**config.mk**
```make
export PLATFORM = sky130hd
export DESIGN_NAME = aud_serial_port
export DESIGN_NICKNAME = d
export VERILOG_FILES = /design/src/rtl/aud_serial_port.sv
export SDC_FILE = /design/constraint.sdc
export NUM_CORES = 1
export LEC_CHECK = 0
export BUFFER_PORTS_ARGS = -buffer_cell sky130_fd_sc_hd__buf_2
export CORE_UTILIZATION = 55
export DETAILED_ROUTE_END_ITERATION = 8
export PLACE_DENSITY_LB_ADDON = 0.3
export SKIP_LAST_GASP = 1
export SYNTH_ARGS = -nofsm -noshare
export SYNTH_HDL_FRONTEND = slang
export SYNTH_SLANG_ARGS = --single-unit
export TNS_END_PERCENT = 100
```
**constraint.sdc**
```tcl
create_clock -name clk -period 12.9 [get_ports clk]
set_input_delay 2.58 -clock clk [delete_from_list [all_inputs] [get_ports clk]]
set_output_delay 2.58 -clock clk [all_outputs]
set_load 0.005 [all_outputs]
```
**src/rtl/aud_serial_port.sv**
```systemverilog
module aud_serial_port #(
  parameter int DW    = 32,
  parameter int POS_W = 9,
  parameter int OFF_W = 8
) (
  input  logic             clk,
  input  logic             rst_n,
  input  logic             bclk,
  input  logic             wclk,
  input  logic             sdin,
  input  logic [2:0]       cfg_mode,
  input  logic [1:0]       cfg_len,
  input  logic [OFF_W-1:0] cfg_offset,
  input  logic             cfg_tristate,
  input  logic [DW-1:0]    tx_left,
  input  logic [DW-1:0]    tx_right,
  output logic             sdout,
  output logic             sdout_oe,
  output logic [DW-1:0]    rx_left,
  output logic [DW-1:0]    rx_right,
  output logic             rx_valid,
  output logic             tx_taken
);

  localparam int SW = POS_W + 1;
  localparam int IW = $clog2(DW);
  localparam logic [2:0] M_I2S = 3'd0;
  localparam logic [2:0] M_DSP = 3'd1;
  localparam logic [2:0] M_RJ  = 3'd2;
  localparam logic [2:0] M_LJ  = 3'd3;
  localparam logic [2:0] M_PCM = 3'd4;
  localparam logic [POS_W-1:0] POS_MAX = '1;

  logic [2:0] bclk_s;
  logic [1:0] wclk_s, sdin_s;
  logic       bclk_rise, bclk_fall, w, sd;

  always_ff @(posedge clk or negedge rst_n) begin
    if (!rst_n) begin
      bclk_s <= '0;
      wclk_s <= '0;
      sdin_s <= '0;
    end else begin
      bclk_s <= {bclk_s[1:0], bclk};
      wclk_s <= {wclk_s[0], wclk};
      sdin_s <= {sdin_s[0], sdin};
    end
  end

  assign bclk_rise = bclk_s[1] & ~bclk_s[2];
  assign bclk_fall = ~bclk_s[1] & bclk_s[2];
  assign w         = wclk_s[1];
  assign sd        = sdin_s[1];

  logic [2:0]       mode_q;
  logic [1:0]       len_q;
  logic [OFF_W-1:0] off_q;
  logic             ts_q;
  logic [DW-1:0]    txl_q, txr_q;
  logic             w_prev;
  logic [POS_W-1:0] pos;
  logic [SW-1:0]    hlen;

  logic             square_q, edge_sq, edge_pl, bnd, fstart;
  logic [2:0]       m;
  logic [1:0]       ln;
  logic [OFF_W-1:0] off;
  logic             ts;
  logic [DW-1:0]    txl, txr;
  logic [POS_W-1:0] npos;
  logic [SW-1:0]    hl_eff, nb, base, start, rel, rel_w, span;
  logic             in_rng, act, second, chan, tx_bit;
  logic [IW-1:0]    idx;

  assign square_q = (mode_q == M_I2S) | (mode_q == M_RJ) | (mode_q == M_LJ);
  assign edge_sq  = w ^ w_prev;
  assign edge_pl  = w & ~w_prev;
  assign bnd      = square_q ? edge_sq : edge_pl;
  assign fstart   = square_q ? (edge_sq & (w == (mode_q != M_I2S))) : edge_pl;

  assign m   = fstart ? cfg_mode     : mode_q;
  assign ln  = fstart ? cfg_len      : len_q;
  assign off = fstart ? cfg_offset   : off_q;
  assign ts  = fstart ? cfg_tristate : ts_q;
  assign txl = fstart ? tx_left      : txl_q;
  assign txr = fstart ? tx_right     : txr_q;

  assign npos   = bnd ? '0 : ((pos == POS_MAX) ? pos : pos + 1'b1);
  assign hl_eff = bnd ? ({1'b0, pos} + SW'(1)) : hlen;

  always_comb begin
    case (ln)
      2'd0:    nb = SW'(16);
      2'd1:    nb = SW'(20);
      2'd2:    nb = SW'(24);
      default: nb = SW'(32);
    endcase
    case (m)
      M_I2S:   base = SW'(1);
      M_RJ:    base = (hl_eff > nb) ? hl_eff - nb : '0;
      default: base = '0;
    endcase
  end

  assign start  = base + SW'(off);
  assign in_rng = {1'b0, npos} >= start;
  assign rel    = {1'b0, npos} - start;
  assign span   = (m == M_DSP) ? (nb << 1) : nb;
  assign act    = in_rng && (rel < span);
  assign second = (m == M_DSP) && (rel >= nb);
  assign rel_w  = second ? rel - nb : rel;
  assign chan   = (m == M_I2S) ? w : ((m == M_RJ) | (m == M_LJ)) ? ~w : second;
  assign idx    = IW'(nb - SW'(1) - rel_w);
  assign tx_bit = chan ? txr[idx] : txl[idx];

  logic          act_q, chan_q, first_q, last_q, mono_q;
  logic [DW-1:0] sh, lhold, word;

  assign word = {sh[DW-2:0], sd};

  always_ff @(posedge clk or negedge rst_n) begin
    if (!rst_n) begin
      mode_q   <= M_I2S;
      len_q    <= 2'd2;
      off_q    <= '0;
      ts_q     <= 1'b0;
      txl_q    <= '0;
      txr_q    <= '0;
      w_prev   <= 1'b0;
      pos      <= POS_MAX;
      hlen     <= '0;
      act_q    <= 1'b0;
      chan_q   <= 1'b0;
      first_q  <= 1'b0;
      last_q   <= 1'b0;
      mono_q   <= 1'b0;
      sdout    <= 1'b0;
      sdout_oe <= 1'b1;
      tx_taken <= 1'b0;
      sh       <= '0;
      lhold    <= '0;
      rx_left  <= '0;
      rx_right <= '0;
      rx_valid <= 1'b0;
    end else begin
      tx_taken <= 1'b0;
      rx_valid <= 1'b0;
      if (bclk_fall) begin
        w_prev <= w;
        pos    <= npos;
        if (bnd) hlen <= hl_eff;
        if (fstart) begin
          mode_q   <= cfg_mode;
          len_q    <= cfg_len;
          off_q    <= cfg_offset;
          ts_q     <= cfg_tristate;
          txl_q    <= tx_left;
          txr_q    <= tx_right;
          tx_taken <= 1'b1;
        end
        act_q    <= act;
        chan_q   <= chan;
        first_q  <= (rel_w == '0);
        last_q   <= (idx == '0);
        mono_q   <= (m == M_PCM);
        sdout    <= act & tx_bit;
        sdout_oe <= act | ~ts;
      end
      if (bclk_rise && act_q) begin
        sh <= first_q ? {{(DW-1){1'b0}}, sd} : word;
        if (last_q) begin
          if (mono_q) begin
            rx_left  <= word;
            rx_right <= word;
            rx_valid <= 1'b1;
          end else if (!chan_q) begin
            lhold <= word;
          end else begin
            rx_left  <= lhold;
            rx_right <= word;
            rx_valid <= 1'b1;
          end
        end
      end
    end
  end

endmodule

```
* After elaboration in Yosys (flattened, before gate mapping)
Index checks and enable logic that the tools add are counted.
** Word-level totals
- Flip-flop bits (word level) :: 241
- Input port bits :: 83
- Logic and storage cells :: 112
** Cells by class
- $add $sub $neg :: 8
- $lt $le $gt $ge :: 5
- Equal/unequal tests :: 10
- Multiplexer cells :: 34
- Bitwise gates (word level) :: 17
- Reduce and logical (&&, ||, !) cells :: 13
** Operators by type and width (count)
- 32-bit 2-to-1 mux :: 6
- 31-bit 2-to-1 mux :: 1
- 10-bit 2-to-1 mux :: 3
- 10-bit case mux with 2 select lines :: 1
- 10-bit by 6-bit subtractor with 10-bit output :: 2
- 9-bit 2-to-1 mux :: 2
- 6-bit case mux with 3 select lines :: 1
- 1-bit 2-to-1 mux :: 14
- 3-bit by 2-bit == test with 1-bit output (second input constant) :: 4
- 10-bit by 8-bit adder with 10-bit output :: 1
- 9-bit by 1-bit adder with 10-bit output (second input constant) :: 1
- 1-bit binary-select mux with 5-bit select :: 2
- 10-bit by 6-bit >= comparator with 1-bit output :: 1
- 9-bit by 10-bit >= comparator with 1-bit output :: 1
- 10-bit by 6-bit greater-than comparator with 1-bit output :: 1
- 10-bit logical NOT :: 1
- 10-bit less-than comparator :: 1
- 9-bit by 10-bit subtractor with 10-bit output :: 1
- 9-bit by 1-bit adder with 9-bit output (second input constant) :: 1
- 9-bit == test (second input constant) :: 1
- 8-bit 2-to-1 mux :: 1
- 7-bit 2-to-1 mux :: 1
- 1-bit NOT :: 7
- 3-bit logical NOT :: 2
- 21 further kinds :: 30

* Longest topological paths before layout
Gate-level depths: netlist of the first run.
- Depth after elaboration :: 20
- Depth in mapped cells :: 45

* Worst setup path after synthesis of the first run
No wires, ideal clock.
- Path type :: input -> register
- From :: in cfg_len[1]
- To :: reg sdout
- Setup time :: 0.074 ns
- Data arrival time :: 9.793 ns
- Required time :: 12.826 ns
- Slack :: 3.033 ns
- Stages on the path :: 37
- Path buffers :: 3
- Cells stage by stage :: inv_1 -> o31ai_1 -> fa_1 -> inv_1 -> a41oi_1 -> o211ai_2 -> a21oi_1 -> or2_2 -> clkbuf_1 -> a211o_1 -> a21oi_1 -> ha_1 -> fa_1 -> inv_1 -> ha_1 -> nor2b_1 -> o21ai_0 -> nand2b_1 -> xor2_1 -> inv_1 -> fa_1 -> nand2_1 -> nand2_1 -> o21ai_0 -> a21oi_1 -> nor4b_2 -> and3_1 -> o21ai_0 -> nand2_1 -> ha_1 -> clkbuf_1 -> clkbuf_1 -> a31oi_1 -> o211ai_1 -> o21ai_0 -> mux4_2 -> o21ai_2
** On the way
- Cells in the longest elaborated chain, start to end :: 16
- Elaborated cells on any way between the ends :: 29
** RTL lines
- start, declared :: RTL line 12 : input logic [1:0] cfg_len,
- 2-bit 2-to-1 mux *
- 2-bit == test, or another cell as far along :: RTL line 92 : case (ln)
- 6-bit case mux with 3 select lines * :: RTL line 92
- 10-bit by 6-bit subtractor with 10-bit output / 10-bit by 6-bit greater-than comparator with 1-bit output (equally long branches) :: RTL line 100 : M_RJ: base = (hl_eff > nb) ? hl_eff - nb : '0;
- 10-bit 2-to-1 mux :: RTL line 100
- 10-bit case mux with 2 select lines :: RTL line 98 : case (m)
- 10-bit by 8-bit adder with 10-bit output :: RTL line 105 : assign start = base + SW'(off);
- 9-bit by 10-bit subtractor with 10-bit output :: RTL line 107 : assign rel = {1'b0, npos} - start;
- 10-bit by 6-bit >= comparator with 1-bit output :: RTL line 110 : assign second = (m == M_DSP) && (rel >= nb);
- 1-bit logical AND :: RTL line 110
- 10-bit 2-to-1 mux :: RTL line 111 : assign rel_w = second ? rel - nb : rel;
- 5-bit subtractor :: RTL line 113 : assign idx = IW'(nb - SW'(1) - rel_w);
- 1-bit binary-select mux with 5-bit select :: RTL line 114 : assign tx_bit = chan ? txr[idx] : txl[idx];
- 1-bit 2-to-1 mux (not written as such) :: RTL line 114
- 1-bit 2-to-1 mux :: RTL line 114
- 1-bit AND * :: RTL line 166 : sdout <= act & tx_bit;
- end signal, assigned :: RTL line 166
- end, declared :: RTL line 17 : output logic sdout,
Every way passes the cells marked *; elsewhere a longest branch is shown, timed or not. The select of a mux whose other input is x is not followed.
A chain may end at the register's enable or synchronous reset.

* Worst setup path in the final report of the first run
Ends and elaborated chain as after synthesis.

==> metrics.txt, run 1 <==
# TYPE chip_impl_metric gauge
chip_impl_metric{name="viasPerCell",unit=""} 5.687
chip_impl_metric{name="initial_core_util",unit=""} 0.5607
chip_impl_metric{name="syn-mean-instance-area",unit="µm²"} 10.73
chip_impl_metric{name="cp_data_arrival_time",unit="ns"} 10.42
chip_impl_metric{name="period_needed",unit="ns"} 9.959
chip_impl_info{name="hold_path_class",value="reg2reg"} 1
chip_impl_metric{name="postRouteWirelength",unit="mm"} 27.31
chip_impl_metric{name="wire_length_of_the_first_global_routing_pass",unit="mm"} 45.71
chip_impl_info{name="synth_top_cells_by_area",value="sky130_fd_sc_hd__dfrtp_1, sky130_fd_sc_hd__mux2_2, sky130_fd_sc_hd__nand2_1, sky130_fd_sc_hd__mux2i_1, sky130_fd_sc_hd__ha_1"} 1
chip_impl_metric{name="synth.yosys.warnings",unit=""} 0
chip_impl_metric{name="synthDominantCellAreaShare",unit=""} 0.4534
chip_impl_metric{name="post-route-drc-count",unit=""} 0
chip_impl_metric{name="timing.final.setup_violations",unit=""} 0
chip_impl_metric{name="worst_slew_margin_rel",unit=""} 0.2626
chip_impl_metric{name="final.period_utilization",unit=""} 0.7720
chip_impl_metric{name="globalRouteOverflowTotal",unit=""} 0
chip_impl_metric{name="floorplan.die_area",unit="µm²"} 23690
chip_impl_metric{name="post-route-worst-setup-slack",unit="ns"} 2.941
chip_impl_metric{name="post_cts_gate_resize_count",unit=""} 0
chip_impl_metric{name="cts.sinks",unit=""} 241
chip_impl_metric{name="synth_async_sr_flop_share",unit=""} 1.000
chip_impl_metric{name="worst_skew_pair_later_pin_latency",unit="ns"} 0.53
chip_impl_metric{name="placedInstanceArea",unit="µm²"} 13650
chip_impl_metric{name="total_track_usage",unit=""} 0.2375
chip_impl_metric{name="synth.net_count",unit=""} 1304
chip_impl_metric{name="final_net_count",unit=""} 1423
chip_impl_metric{name="core_area",unit="µm²"} 22640
chip_impl_metric{name="max_cap_viol_count",unit=""} 0
chip_impl_metric{name="dp_slack",unit="ns"} 2.539
chip_impl_metric{name="clkSlewWorstSetupHoldPaths",unit="ns"} 0.06
chip_impl_info{name="start_kind",value="primary input"} 1
chip_impl_info{name="cts-root-buf",value="sky130_fd_sc_hd__clkbuf_16"} 1
chip_impl_info{name="synth_flop_cell",value="sky130_fd_sc_hd__dfrtp_1"} 1
chip_impl_metric{name="timing.setup.tns",unit="ns"} 0
chip_impl_metric{name="post_synthesis_instance_total",unit=""} 1183
chip_impl_metric{name="fillers",unit=""} 1782
chip_impl_metric{name="cts-root-to-sink-buffers",unit=""} 3
chip_impl_metric{name="cts.repair_timing.setup_buffer_count",unit=""} 0
chip_impl_metric{name="initialDrtViolationCount",unit=""} 582
chip_impl_metric{name="synth-edff-count",unit=""} 0
chip_impl_metric{name="drive_above_1_share",unit=""} 0.2974
chip_impl_metric{name="drt-wirelength-per-cell",unit="µm"} 17.02
chip_impl_metric{name="pin_count",unit=""} 151
chip_impl_metric{name="critical_path_peak_fanout",unit=""} 23
chip_impl_info{name="outcome",value="finished, final reports clean"} 1
chip_impl_metric{name="row_count",unit=""} 55
chip_impl_info{name="tritoncts",value="yes"} 1
chip_impl_metric{name="worst_pin_slew",unit="ns"} 1.102
chip_impl_metric{name="worst_path_largest_cell_delay",unit="ns"} 0.57
chip_impl_metric{name="first_pass_drt_iterations",unit=""} 5
chip_impl_info{name="yosysTopAreaCell",value="sky130_fd_sc_hd__dfrtp_1"} 1
chip_impl_metric{name="postLayoutCellArea",unit="µm²"} 14440
chip_impl_metric{name="vias",unit=""} 9127
chip_impl_metric{name="sequential_cell_area_fraction_in_the_yosys_report",unit=""} 0.4762
chip_impl_metric{name="holdWs",unit="ns"} 0.3531
chip_impl_metric{name="holdBufCountCts",unit=""} 0
chip_impl_info{name="critPathKind",value="in2reg"} 1
chip_impl_metric{name="final_number_of_hold_violating_endpoints",unit=""} 0
chip_impl_metric{name="antenna_found_initial",unit=""} 4
chip_impl_metric{name="timing_max_transition_violations_final",unit=""} 0
chip_impl_metric{name="synth.cell_area",unit="µm²"} 12690
chip_impl_metric{name="chipHeight",unit="µm"} 153.9
chip_impl_metric{name="drt_antenna_net_count",unit=""} 0
chip_impl_metric{name="die_span_in_x",unit="µm"} 153.9
chip_impl_metric{name="synth_cell_type_count",unit=""} 72
chip_impl_info{name="critPathSlowestCell",value="sky130_fd_sc_hd__ha_1"} 1
chip_impl_metric{name="synth-seq-cells",unit=""} 241
chip_impl_metric{name="layout-area-overhead-vs-synth",unit="%"} 13.79
chip_impl_metric{name="post_detailed_placement_half_perimeter_wirelength",unit="mm"} 18.59
chip_impl_info{name="crit_path_end_kind",value="register"} 1
chip_impl_metric{name="h-tree-depth",unit=""} 1
chip_impl_metric{name="worst_clock_skew",unit="ns"} 0.008171
chip_impl_metric{name="fmax",unit="MHz"} 100.4
chip_impl_metric{name="cts_made_buffers",unit=""} 26
chip_impl_metric{name="routability_congestion_estimate",unit=""} 0.8561
chip_impl_metric{name="buffer_ports.inserted",unit=""} 150
chip_impl_metric{name="critical_path_required",unit="ns"} 13.36
chip_impl_metric{name="first_global_vias",unit=""} 9103
chip_impl_info{name="rsz_0062_raised_after_global_routing",value="false"} 1
chip_impl_metric{name="grt_max_degree",unit=""} 102
[registers in the layout, summed over array words and instances (netlist names), 9 cells and up]
| name | count |
|---|---|
| sh | 31 |
| lhold | 32 |
| pos | 9 |
| txr_q | 32 |
| rx_left | 32 |
| hlen | 10 |
| rx_right | 32 |
| txl_q | 32 |
[critical path: cells and delay by family]
kind / cells / cell delay (ns)
fa+ha+maj: 7 / 2.48
mux: 1 / 0.49
buf+inv: 5 / 0.53
xor+xnor: 1 / 0.31
simple gates: 8 / 1.25
compound gates: 15 / 2.76
[kinds of logic (layout without fill, tap and decap cells)]
family / count (synthesis) / after routing / share of synthesized area
AOI/OAI and AO/OA: 203 / 203 / 0.1006
DFF: 241 / 241 / 0.4762
adders and majority gates: 38 / 38 / 0.04041
and+or+nand+nor: 358 / 358 / 0.1300
buffers and inverters: 96 / 231 / 0.02908
xor gates and xnor gates: 37 / 37 / 0.02612
other: 0 / 2 / 0
muxes: 210 / 210 / 0.1975
[cells in the mapped netlist, types with 4 or more instances]
master / number
sky130_fd_sc_hd__mux2i_1: 48
sky130_fd_sc_hd__ha_1: 33
sky130_fd_sc_hd__inv_1: 24
sky130_fd_sc_hd__o2111ai_1: 6
sky130_fd_sc_hd__fa_1: 5
sky130_fd_sc_hd__a31oi_1: 9
sky130_fd_sc_hd__dfstp_2: 11
sky130_fd_sc_hd__o21bai_1: 4
sky130_fd_sc_hd__buf_1: 8
sky130_fd_sc_hd__a21oi_1: 60
sky130_fd_sc_hd__mux4_2: 18
sky130_fd_sc_hd__o31ai_1: 11
sky130_fd_sc_hd__o21ai_0: 59
sky130_fd_sc_hd__nand2_1: 158
sky130_fd_sc_hd__nand3_1: 31
sky130_fd_sc_hd__a221oi_1: 4
sky130_fd_sc_hd__a21o_1: 6
sky130_fd_sc_hd__nor2_1: 76
sky130_fd_sc_hd__mux2_2: 144
sky130_fd_sc_hd__xor2_1: 8
sky130_fd_sc_hd__nand2b_1: 36
sky130_fd_sc_hd__nor3_1: 12
sky130_fd_sc_hd__dfrtp_1: 230
sky130_fd_sc_hd__xnor2_1: 28
sky130_fd_sc_hd__nor2b_1: 8
sky130_fd_sc_hd__clkbuf_1: 61
sky130_fd_sc_hd__a32oi_1: 4
sky130_fd_sc_hd__nand4_1: 9
sky130_fd_sc_hd__o211ai_1: 7
[placed cells by master (no fill, tap or decap), types with 5 or more instances in the layout]
cell type	instances
sky130_fd_sc_hd__a21oi_1	60
sky130_fd_sc_hd__nand3_1	31
sky130_fd_sc_hd__a21o_1	6
sky130_fd_sc_hd__o21ai_0	59
sky130_fd_sc_hd__dfstp_2	11
sky130_fd_sc_hd__a31oi_1	9
sky130_fd_sc_hd__clkbuf_16	26
sky130_fd_sc_hd__buf_4	12
sky130_fd_sc_hd__mux2i_1	48
sky130_fd_sc_hd__clkbuf_8	5
sky130_fd_sc_hd__o31ai_1	11
sky130_fd_sc_hd__o2111ai_1	6
sky130_fd_sc_hd__ha_1	33
sky130_fd_sc_hd__clkbuf_1	8
sky130_fd_sc_hd__xnor2_1	28
sky130_fd_sc_hd__nand2_1	158
sky130_fd_sc_hd__mux2_2	144
sky130_fd_sc_hd__nand4_1	9
sky130_fd_sc_hd__nor2_1	74
sky130_fd_sc_hd__inv_1	24
sky130_fd_sc_hd__nor2b_1	8
sky130_fd_sc_hd__nor3_1	12
sky130_fd_sc_hd__o211ai_1	7
sky130_fd_sc_hd__nand2b_1	36
sky130_fd_sc_hd__dfrtp_1	229
sky130_fd_sc_hd__buf_2	149
sky130_fd_sc_hd__xor2_1	8
sky130_fd_sc_hd__mux4_2	18
sky130_fd_sc_hd__fa_1	5
[per-layer routing]
metal / GRT usage / vias to the layer above / routed length (µm)
li1: - / 4435 / -
met3: 0.05355 / 47 / 1830
met1: 0.3262 / 4400 / 12420
met5: 0 / - / 27
met4: 0.06190 / 4 / 530
met2: 0.3820 / 241 / 12500
[area by class of cell]
class	instances	area, µm²	area share
Multi-Input combinational cell	846	6300	0.4362
Clock buffer	39	749.5	0.05189
Sequential cell	241	6046	0.4186
Inverter	25	93.84	0.006497
Timing Repair Buffer	162	850.8	0.05890
Clock inverter	5	42.54	0.002945
Tap cell	285	356.6	0.02469
Antenna cell	2	5.005	0.0003465
[through the flow]
stage,instances,utilization
finish,1605,0.6380
global route,1603,0.6377
CTS,1603,0.6377
detailed placement,1559,0.6028
global placement,1559,0.6028
floorplan,1183,-
[final timing paths]
path                                startpoint                       to  slack [ns]  cells after the start
max in group asynchronous                rst_n    lhold[14]$_DFFE_PN0P_        9.42                      2
min in group asynchronous                rst_n  rx_left[27]$_DFFE_PN0P_        2.08                      1
min                        wclk_s[0]$_DFF_PN0_      wclk_s[1]$_DFF_PN0_        0.35                      0
min reg2reg                wclk_s[0]$_DFF_PN0_      wclk_s[1]$_DFF_PN0_        0.35                      0
max                                 cfg_len[1]        sdout$_DFFE_PN0P_        2.94                     37
max reg2reg                wclk_s[1]$_DFF_PN0_        sdout$_DFFE_PN0P_        3.27                     41
Power of run 1 is not shown: default switching activity piles up to over one toggle a cycle in this logic, so the estimate is an artifact.
==> run 2: changes to the inputs <==
clock period = 10.1 ns   (was 12.9 ns; I/O delays follow)
==> metrics.txt, run 2 (same netlist as run 1, synthesis figures left out) <==
# TYPE chip_impl_metric gauge
chip_impl_info{name="outcome",value="finished, final reports clean"} 1
chip_impl_metric{name="fmax",unit="MHz"} 106.3
chip_impl_metric{name="cp_data_arrival_time",unit="ns"} 9.86
chip_impl_metric{name="postLayoutCellArea",unit="µm²"} 14560
chip_impl_metric{name="clkSlewWorstSetupHoldPaths",unit="ns"} 0.06
chip_impl_metric{name="final_net_count",unit=""} 1427
chip_impl_metric{name="post_detailed_placement_half_perimeter_wirelength",unit="mm"} 19.18
chip_impl_metric{name="post_cts_gate_resize_count",unit=""} 0
chip_impl_metric{name="holdBufCountCts",unit=""} 0
chip_impl_metric{name="chipHeight",unit="µm"} 153.9
chip_impl_metric{name="viasPerCell",unit=""} 5.713
chip_impl_metric{name="post-route-drc-count",unit=""} 0
chip_impl_metric{name="critical_path_required",unit="ns"} 10.55
chip_impl_metric{name="cts-root-to-sink-buffers",unit=""} 3
chip_impl_metric{name="cts.sinks",unit=""} 241
chip_impl_metric{name="max_cap_viol_count",unit=""} 0
chip_impl_metric{name="period_needed",unit="ns"} 9.410
chip_impl_metric{name="die_span_in_x",unit="µm"} 153.9
chip_impl_metric{name="vias",unit=""} 9209
chip_impl_metric{name="initial_core_util",unit=""} 0.5607
chip_impl_metric{name="cts_made_buffers",unit=""} 27
chip_impl_metric{name="h-tree-depth",unit=""} 1
chip_impl_info{name="critPathSlowestCell",value="sky130_fd_sc_hd__ha_1"} 1
chip_impl_metric{name="worst_pin_slew",unit="ns"} 1.044
chip_impl_metric{name="antenna_found_initial",unit=""} 3
chip_impl_info{name="layout.cells.most_common",value="sky130_fd_sc_hd__dfrtp_1"} 1
chip_impl_metric{name="worst_clock_skew",unit="ns"} 0.02248
chip_impl_metric{name="worst_path_largest_cell_delay",unit="ns"} 0.56
chip_impl_info{name="max_used_layer",value="met5"} 1
chip_impl_metric{name="row_count",unit=""} 55
chip_impl_metric{name="worst_slew_margin_rel",unit=""} 0.3013
chip_impl_metric{name="first_pass_drt_iterations",unit=""} 5
chip_impl_metric{name="first_global_vias",unit=""} 9058
chip_impl_metric{name="timing.setup.tns",unit="ns"} 0
chip_impl_metric{name="fillers",unit=""} 1814
chip_impl_metric{name="globalRouteOverflowTotal",unit=""} 0
chip_impl_metric{name="cts.repair_timing.setup_buffer_count",unit=""} 0
chip_impl_info{name="rsz_0062_raised_after_global_routing",value="false"} 1
chip_impl_metric{name="buffer_ports.inserted",unit=""} 150
chip_impl_metric{name="postRouteWirelength",unit="mm"} 28.20
chip_impl_metric{name="worst_skew_pair_later_pin_latency",unit="ns"} 0.54
chip_impl_metric{name="pin_count",unit=""} 151
chip_impl_metric{name="wl_met2",unit="mm"} 12.99
chip_impl_metric{name="final_number_of_hold_violating_endpoints",unit=""} 0
chip_impl_metric{name="drt-wirelength-per-cell",unit="µm"} 17.49
chip_impl_metric{name="core_area",unit="µm²"} 22640
chip_impl_metric{name="placedInstanceArea",unit="µm²"} 13670
chip_impl_info{name="critPathKind",value="reg2reg"} 1
chip_impl_metric{name="layout-area-overhead-vs-synth",unit="%"} 14.70
chip_impl_metric{name="critical_path_peak_fanout",unit=""} 23
chip_impl_metric{name="final.period_utilization",unit=""} 0.9317
chip_impl_info{name="cts-root-buf",value="sky130_fd_sc_hd__clkbuf_16"} 1
chip_impl_metric{name="drive_above_1_share",unit=""} 0.3002
chip_impl_info{name="crit_path_end_kind",value="register"} 1
chip_impl_info{name="most-common-layout-cells",value="sky130_fd_sc_hd__dfrtp_1, sky130_fd_sc_hd__nand2_1, sky130_fd_sc_hd__buf_2, sky130_fd_sc_hd__mux2_2, sky130_fd_sc_hd__nor2_1"} 1
chip_impl_info{name="tritoncts",value="yes"} 1
chip_impl_metric{name="wire_length_of_the_first_global_routing_pass",unit="mm"} 47.24
chip_impl_metric{name="drt_antenna_net_count",unit=""} 0
chip_impl_metric{name="grt_max_degree",unit=""} 114
chip_impl_metric{name="m1_wire_length",unit="mm"} 13.01
chip_impl_info{name="hold_path_class",value="reg2reg"} 1
chip_impl_metric{name="timing_max_transition_violations_final",unit=""} 0
chip_impl_metric{name="timing.final.setup_violations",unit=""} 0
chip_impl_metric{name="initialDrtViolationCount",unit=""} 578
chip_impl_metric{name="floorplan.die_area",unit="µm²"} 23690
chip_impl_metric{name="total_track_usage",unit=""} 0.2461
chip_impl_metric{name="dr_wl_met3",unit="mm"} 1.608
chip_impl_info{name="start_kind",value="register"} 1
chip_impl_metric{name="routability_congestion_estimate",unit=""} 0.9048
run 2: through the flow:
step	util	setup WS, ns	hold WS [ns]	std cells
after floorplan	-	0.7929	0.3312	1183
after global placement	0.6038	0.5724	0.3341	1562
after detailed placement	0.6038	0.3127	0.3358	1562
after CTS	0.6429	0.7594	0.3365	1611
after global routing	0.6429	0.04787	0.3504	1611
final	0.6431	0.6901	0.3311	1612
run 2: worst max-delay path: cells and delay by family, from the launching register on:
family	cells	cell delay (ns)
AO/OA/AOI/OAI	16	2.89
XOR/XNOR	1	0.31
adder cells (fa/ha/maj)	8	2.83
buffers and inverters	4	0.62
flip-flops	1	0.47
multiplexers	1	0.49
AND/OR/NAND/NOR	10	1.69
run 2: cell type report:
| class | instances | area (µm²) | area share |
|---|---|---|---|
| tap | 285 | 356.6 | 0.02449 |
| antenna | 1 | 2.502 | 0.0001719 |
| sequential | 241 | 6046 | 0.4153 |
| clock buffer | 45 | 823.3 | 0.05655 |
| clock inverter | 4 | 63.81 | 0.004383 |
| timing repair buffer | 165 | 873.3 | 0.05999 |
| inverter | 25 | 93.84 | 0.006445 |
| multi-input combinational | 846 | 6300 | 0.4327 |
run 2: worst paths after layout:
kind / from / to / slack (ns) / depth (start not counted)
max in group asynchronous: rst_n / bclk_s[0]$_DFF_PN0_ / 7.16 / 2
worst min-delay path: bclk_s[0]$_DFF_PN0_ / bclk_s[1]$_DFF_PN0_ / 0.33 / 0
min in group asynchronous: rst_n / rx_left[27]$_DFFE_PN0P_ / 1.56 / 1
worst max-delay path: wclk_s[1]$_DFF_PN0_ / sdout$_DFFE_PN0P_ / 0.69 / 40
worst max register to register: wclk_s[1]$_DFF_PN0_ / sdout$_DFFE_PN0P_ / 0.69 / 40
worst min register to register: bclk_s[0]$_DFF_PN0_ / bclk_s[1]$_DFF_PN0_ / 0.33 / 0
run 2: layer usage:
layer,up-vias,global-route usage
met5,-,0
met4,4,0.06571
met3,50,0.04820
met2,233,0.3905
met1,4494,0.3468
li1,4428,-
Power of run 2 is left out for the same reason.
==> run 3: changes to the inputs <==
clock period = 9.3 ns   (was 10.1 ns; I/O delays follow)
==> metrics.txt, run 3 (same netlist as run 1, synthesis figures left out) <==
# TYPE chip_impl_metric gauge
chip_impl_info{name="outcome",value="finished, final reports clean"} 1
chip_impl_info{name="worst_r2r_startpoint",value="wclk_s[1]$_DFF_PN0_"} 1
chip_impl_metric{name="worst_slew_margin_rel",unit=""} 0.2572
chip_impl_metric{name="clkSlewWorstSetupHoldPaths",unit="ns"} 0.06
chip_impl_metric{name="die_span_in_x",unit="µm"} 153.9
chip_impl_info{name="whs_endpoint",value="wclk_s[1]$_DFF_PN0_"} 1
chip_impl_metric{name="final_net_count",unit=""} 1438
chip_impl_metric{name="cp_data_arrival_time",unit="ns"} 9.18
chip_impl_metric{name="fillers",unit=""} 1814
chip_impl_info{name="critPathSlowestCell",value="sky130_fd_sc_hd__mux4_2"} 1
chip_impl_info{name="grt.busiest_layer",value="met2"} 1
chip_impl_info{name="hold_path.startpoint",value="wclk_s[0]$_DFF_PN0_"} 1
chip_impl_metric{name="max_cap_viol_count",unit=""} 0
chip_impl_metric{name="cts-root-to-sink-buffers",unit=""} 3
chip_impl_metric{name="insertedDiodeCount",unit=""} 0
chip_impl_metric{name="critical_path_peak_fanout",unit=""} 12
chip_impl_info{name="crit_path_end_kind",value="register"} 1
chip_impl_info{name="layout.cells.most_common",value="sky130_fd_sc_hd__dfrtp_1"} 1
chip_impl_metric{name="routability_congestion_estimate",unit=""} 0.8692
chip_impl_metric{name="cts_made_buffers",unit=""} 27
chip_impl_metric{name="final_number_of_hold_violating_endpoints",unit=""} 0
chip_impl_metric{name="holdBufCountCts",unit=""} 0
chip_impl_metric{name="chipHeight",unit="µm"} 153.9
chip_impl_metric{name="timing.setup.tns",unit="ns"} 0
chip_impl_metric{name="rr_worst_depth",unit=""} 39
chip_impl_info{name="path_delay_family",value="adder cells"} 1
chip_impl_metric{name="cts.sinks",unit=""} 241
chip_impl_metric{name="layout-area-overhead-vs-synth",unit="%"} 15.68
chip_impl_metric{name="globalRouteOverflowTotal",unit=""} 0
chip_impl_metric{name="crit_buf_inv",unit=""} 4
chip_impl_metric{name="grt_util_met2",unit=""} 0.3887
chip_impl_metric{name="pin_count",unit=""} 151
chip_impl_info{name="most-common-layout-cells",value="sky130_fd_sc_hd__dfrtp_1, sky130_fd_sc_hd__nand2_1, sky130_fd_sc_hd__buf_2, sky130_fd_sc_hd__mux2_2, sky130_fd_sc_hd__nor2_1"} 1
chip_impl_metric{name="floorplan.die_area",unit="µm²"} 23690
chip_impl_info{name="tritoncts",value="yes"} 1
chip_impl_metric{name="antenna_found_initial",unit=""} 0
chip_impl_metric{name="viasPerCell",unit=""} 5.705
chip_impl_info{name="crit_path_frequent_cell",value="sky130_fd_sc_hd__fa_1"} 1
chip_impl_metric{name="initial_core_util",unit=""} 0.5607
chip_impl_info{name="start_kind",value="register"} 1
chip_impl_info{name="hold_path_class",value="reg2reg"} 1
chip_impl_metric{name="first_global_vias",unit=""} 9049
chip_impl_metric{name="globalRouteMet3Util",unit=""} 0.04340
chip_impl_metric{name="multiInputGateArea",unit="µm²"} 6327
chip_impl_metric{name="grt_max_degree",unit=""} 98
chip_impl_metric{name="first_pass_drt_iterations",unit=""} 6
chip_impl_info{name="timing.rr.end",value="sdout$_DFFE_PN0P_"} 1
chip_impl_metric{name="timing_max_transition_violations_final",unit=""} 0
chip_impl_metric{name="row_count",unit=""} 55
chip_impl_metric{name="holdWs",unit="ns"} 0.3471
chip_impl_metric{name="final_core_utilization",unit=""} 0.6486
chip_impl_metric{name="worst_pin_slew",unit="ns"} 1.110
chip_impl_info{name="critPathKind",value="reg2reg"} 1
chip_impl_info{name="rsz_0062_raised_after_global_routing",value="false"} 1
chip_impl_metric{name="fmax",unit="MHz"} 114.8
chip_impl_metric{name="post-route-drc-count",unit=""} 0
chip_impl_metric{name="initialDrtViolationCount",unit=""} 601
chip_impl_metric{name="critical_path_required",unit="ns"} 9.77
chip_impl_metric{name="vias",unit=""} 9237
chip_impl_metric{name="number_of_stages_on_the_worst_hold_path",unit=""} 0
chip_impl_metric{name="register_area",unit="µm²"} 6046
chip_impl_metric{name="cts.repair_timing.setup_buffer_count",unit=""} 0
chip_impl_metric{name="total_track_usage",unit=""} 0.2432
chip_impl_metric{name="post_detailed_placement_half_perimeter_wirelength",unit="mm"} 19.06
chip_impl_metric{name="final.period_utilization",unit=""} 0.9364
chip_impl_metric{name="core_area",unit="µm²"} 22640
chip_impl_metric{name="grt_use_met1",unit=""} 0.3445
chip_impl_metric{name="worst_path_largest_cell_delay",unit="ns"} 0.55
chip_impl_metric{name="postRouteWirelength",unit="mm"} 28.10
chip_impl_metric{name="drt_antenna_net_count",unit=""} 0
chip_impl_metric{name="r2r_setup_slack",unit="ns"} 0.59
chip_impl_metric{name="drt-wirelength-per-cell",unit="µm"} 17.36
chip_impl_metric{name="wire_length_of_the_first_global_routing_pass",unit="mm"} 46.53
chip_impl_metric{name="worst_clock_skew",unit="ns"} 0.01151
chip_impl_metric{name="period_needed",unit="ns"} 8.709
chip_impl_metric{name="h-tree-depth",unit=""} 1
chip_impl_metric{name="drive_above_1_share",unit=""} 0.3088
chip_impl_metric{name="post_cts_gate_resize_count",unit=""} 0
chip_impl_metric{name="worst_skew_pair_later_pin_latency",unit="ns"} 0.54
chip_impl_metric{name="timing.final.setup_violations",unit=""} 0
chip_impl_metric{name="buffer_ports.inserted",unit=""} 150
chip_impl_info{name="cts-root-buf",value="sky130_fd_sc_hd__clkbuf_16"} 1
-- run 3: changes by cell type in the layout (fill, tap and decap cells not counted), sizes merged --
cell	delta
buf	+11
clkbuf	-5
bufinv	+2
diode	-1
-- run 3: stage by stage --
step	area (µm²)	setup WS [ns]	cells
after floorplan	12690	0.1529	1183
after global placement	13750	0.2523	1573
after detailed placement	13750	0.1028	1573
after CTS	14660	0.5459	1619
after global routing	14680	0.01884	1619
final	14680	0.5912	1619
-- run 3: metal layers --
| layer | share of wire | wire length (µm) |
|---|---|---|
| met3 | 0.059 | 1660 |
| met4 | 0.019 | 522 |
| met1 | 0.46 | 12980 |
| met5 | 0 | 0 |
| met2 | 0.46 | 12940 |
-- run 3: cell type report --
type	count	share of cell area
clock buffers	40	0.05343
clock inverters	6	0.008180
inverters	25	0.006391
multi-input cells	846	0.4309
flip-flops and latches	241	0.4117
well taps	285	0.02428
repair buffers	176	0.06510
-- run 3: worst max path at each step --
stage | from | endpoint | slack [ns] | cells after the start
2_1_floorplan | cfg_len[1] | sdout$_DFFE_PN0P_ | 0.15 | 37
3_3_place_gp | cfg_len[1] | sdout$_DFFE_PN0P_ | 0.25 | 38
3_5_place_dp | cfg_len[1] | sdout$_DFFE_PN0P_ | 0.10 | 37
4_1_cts | wclk_s[1]$_DFF_PN0_ | sdout$_DFFE_PN0P_ | 0.55 | 38
5_1_grt | wclk_s[1]$_DFF_PN0_ | sdout$_DFFE_PN0P_ | 0.02 | 39
6_report | wclk_s[1]$_DFF_PN0_ | sdout$_DFFE_PN0P_ | 0.59 | 39
-- run 3: worst reg2reg max path, delay by kind of cell, from the launching register on --
kind,cells,cell delay (ns)
AO/OA/AOI/OAI,12,2.11
adder cells (fa/ha/maj),8,2.71
flip-flops,1,0.47
buffers and inverters,4,0.49
multiplexers,1,0.55
AND/OR/NAND/NOR,11,1.69
XOR/XNOR,3,0.64
Power of run 3 is left out for the same reason.
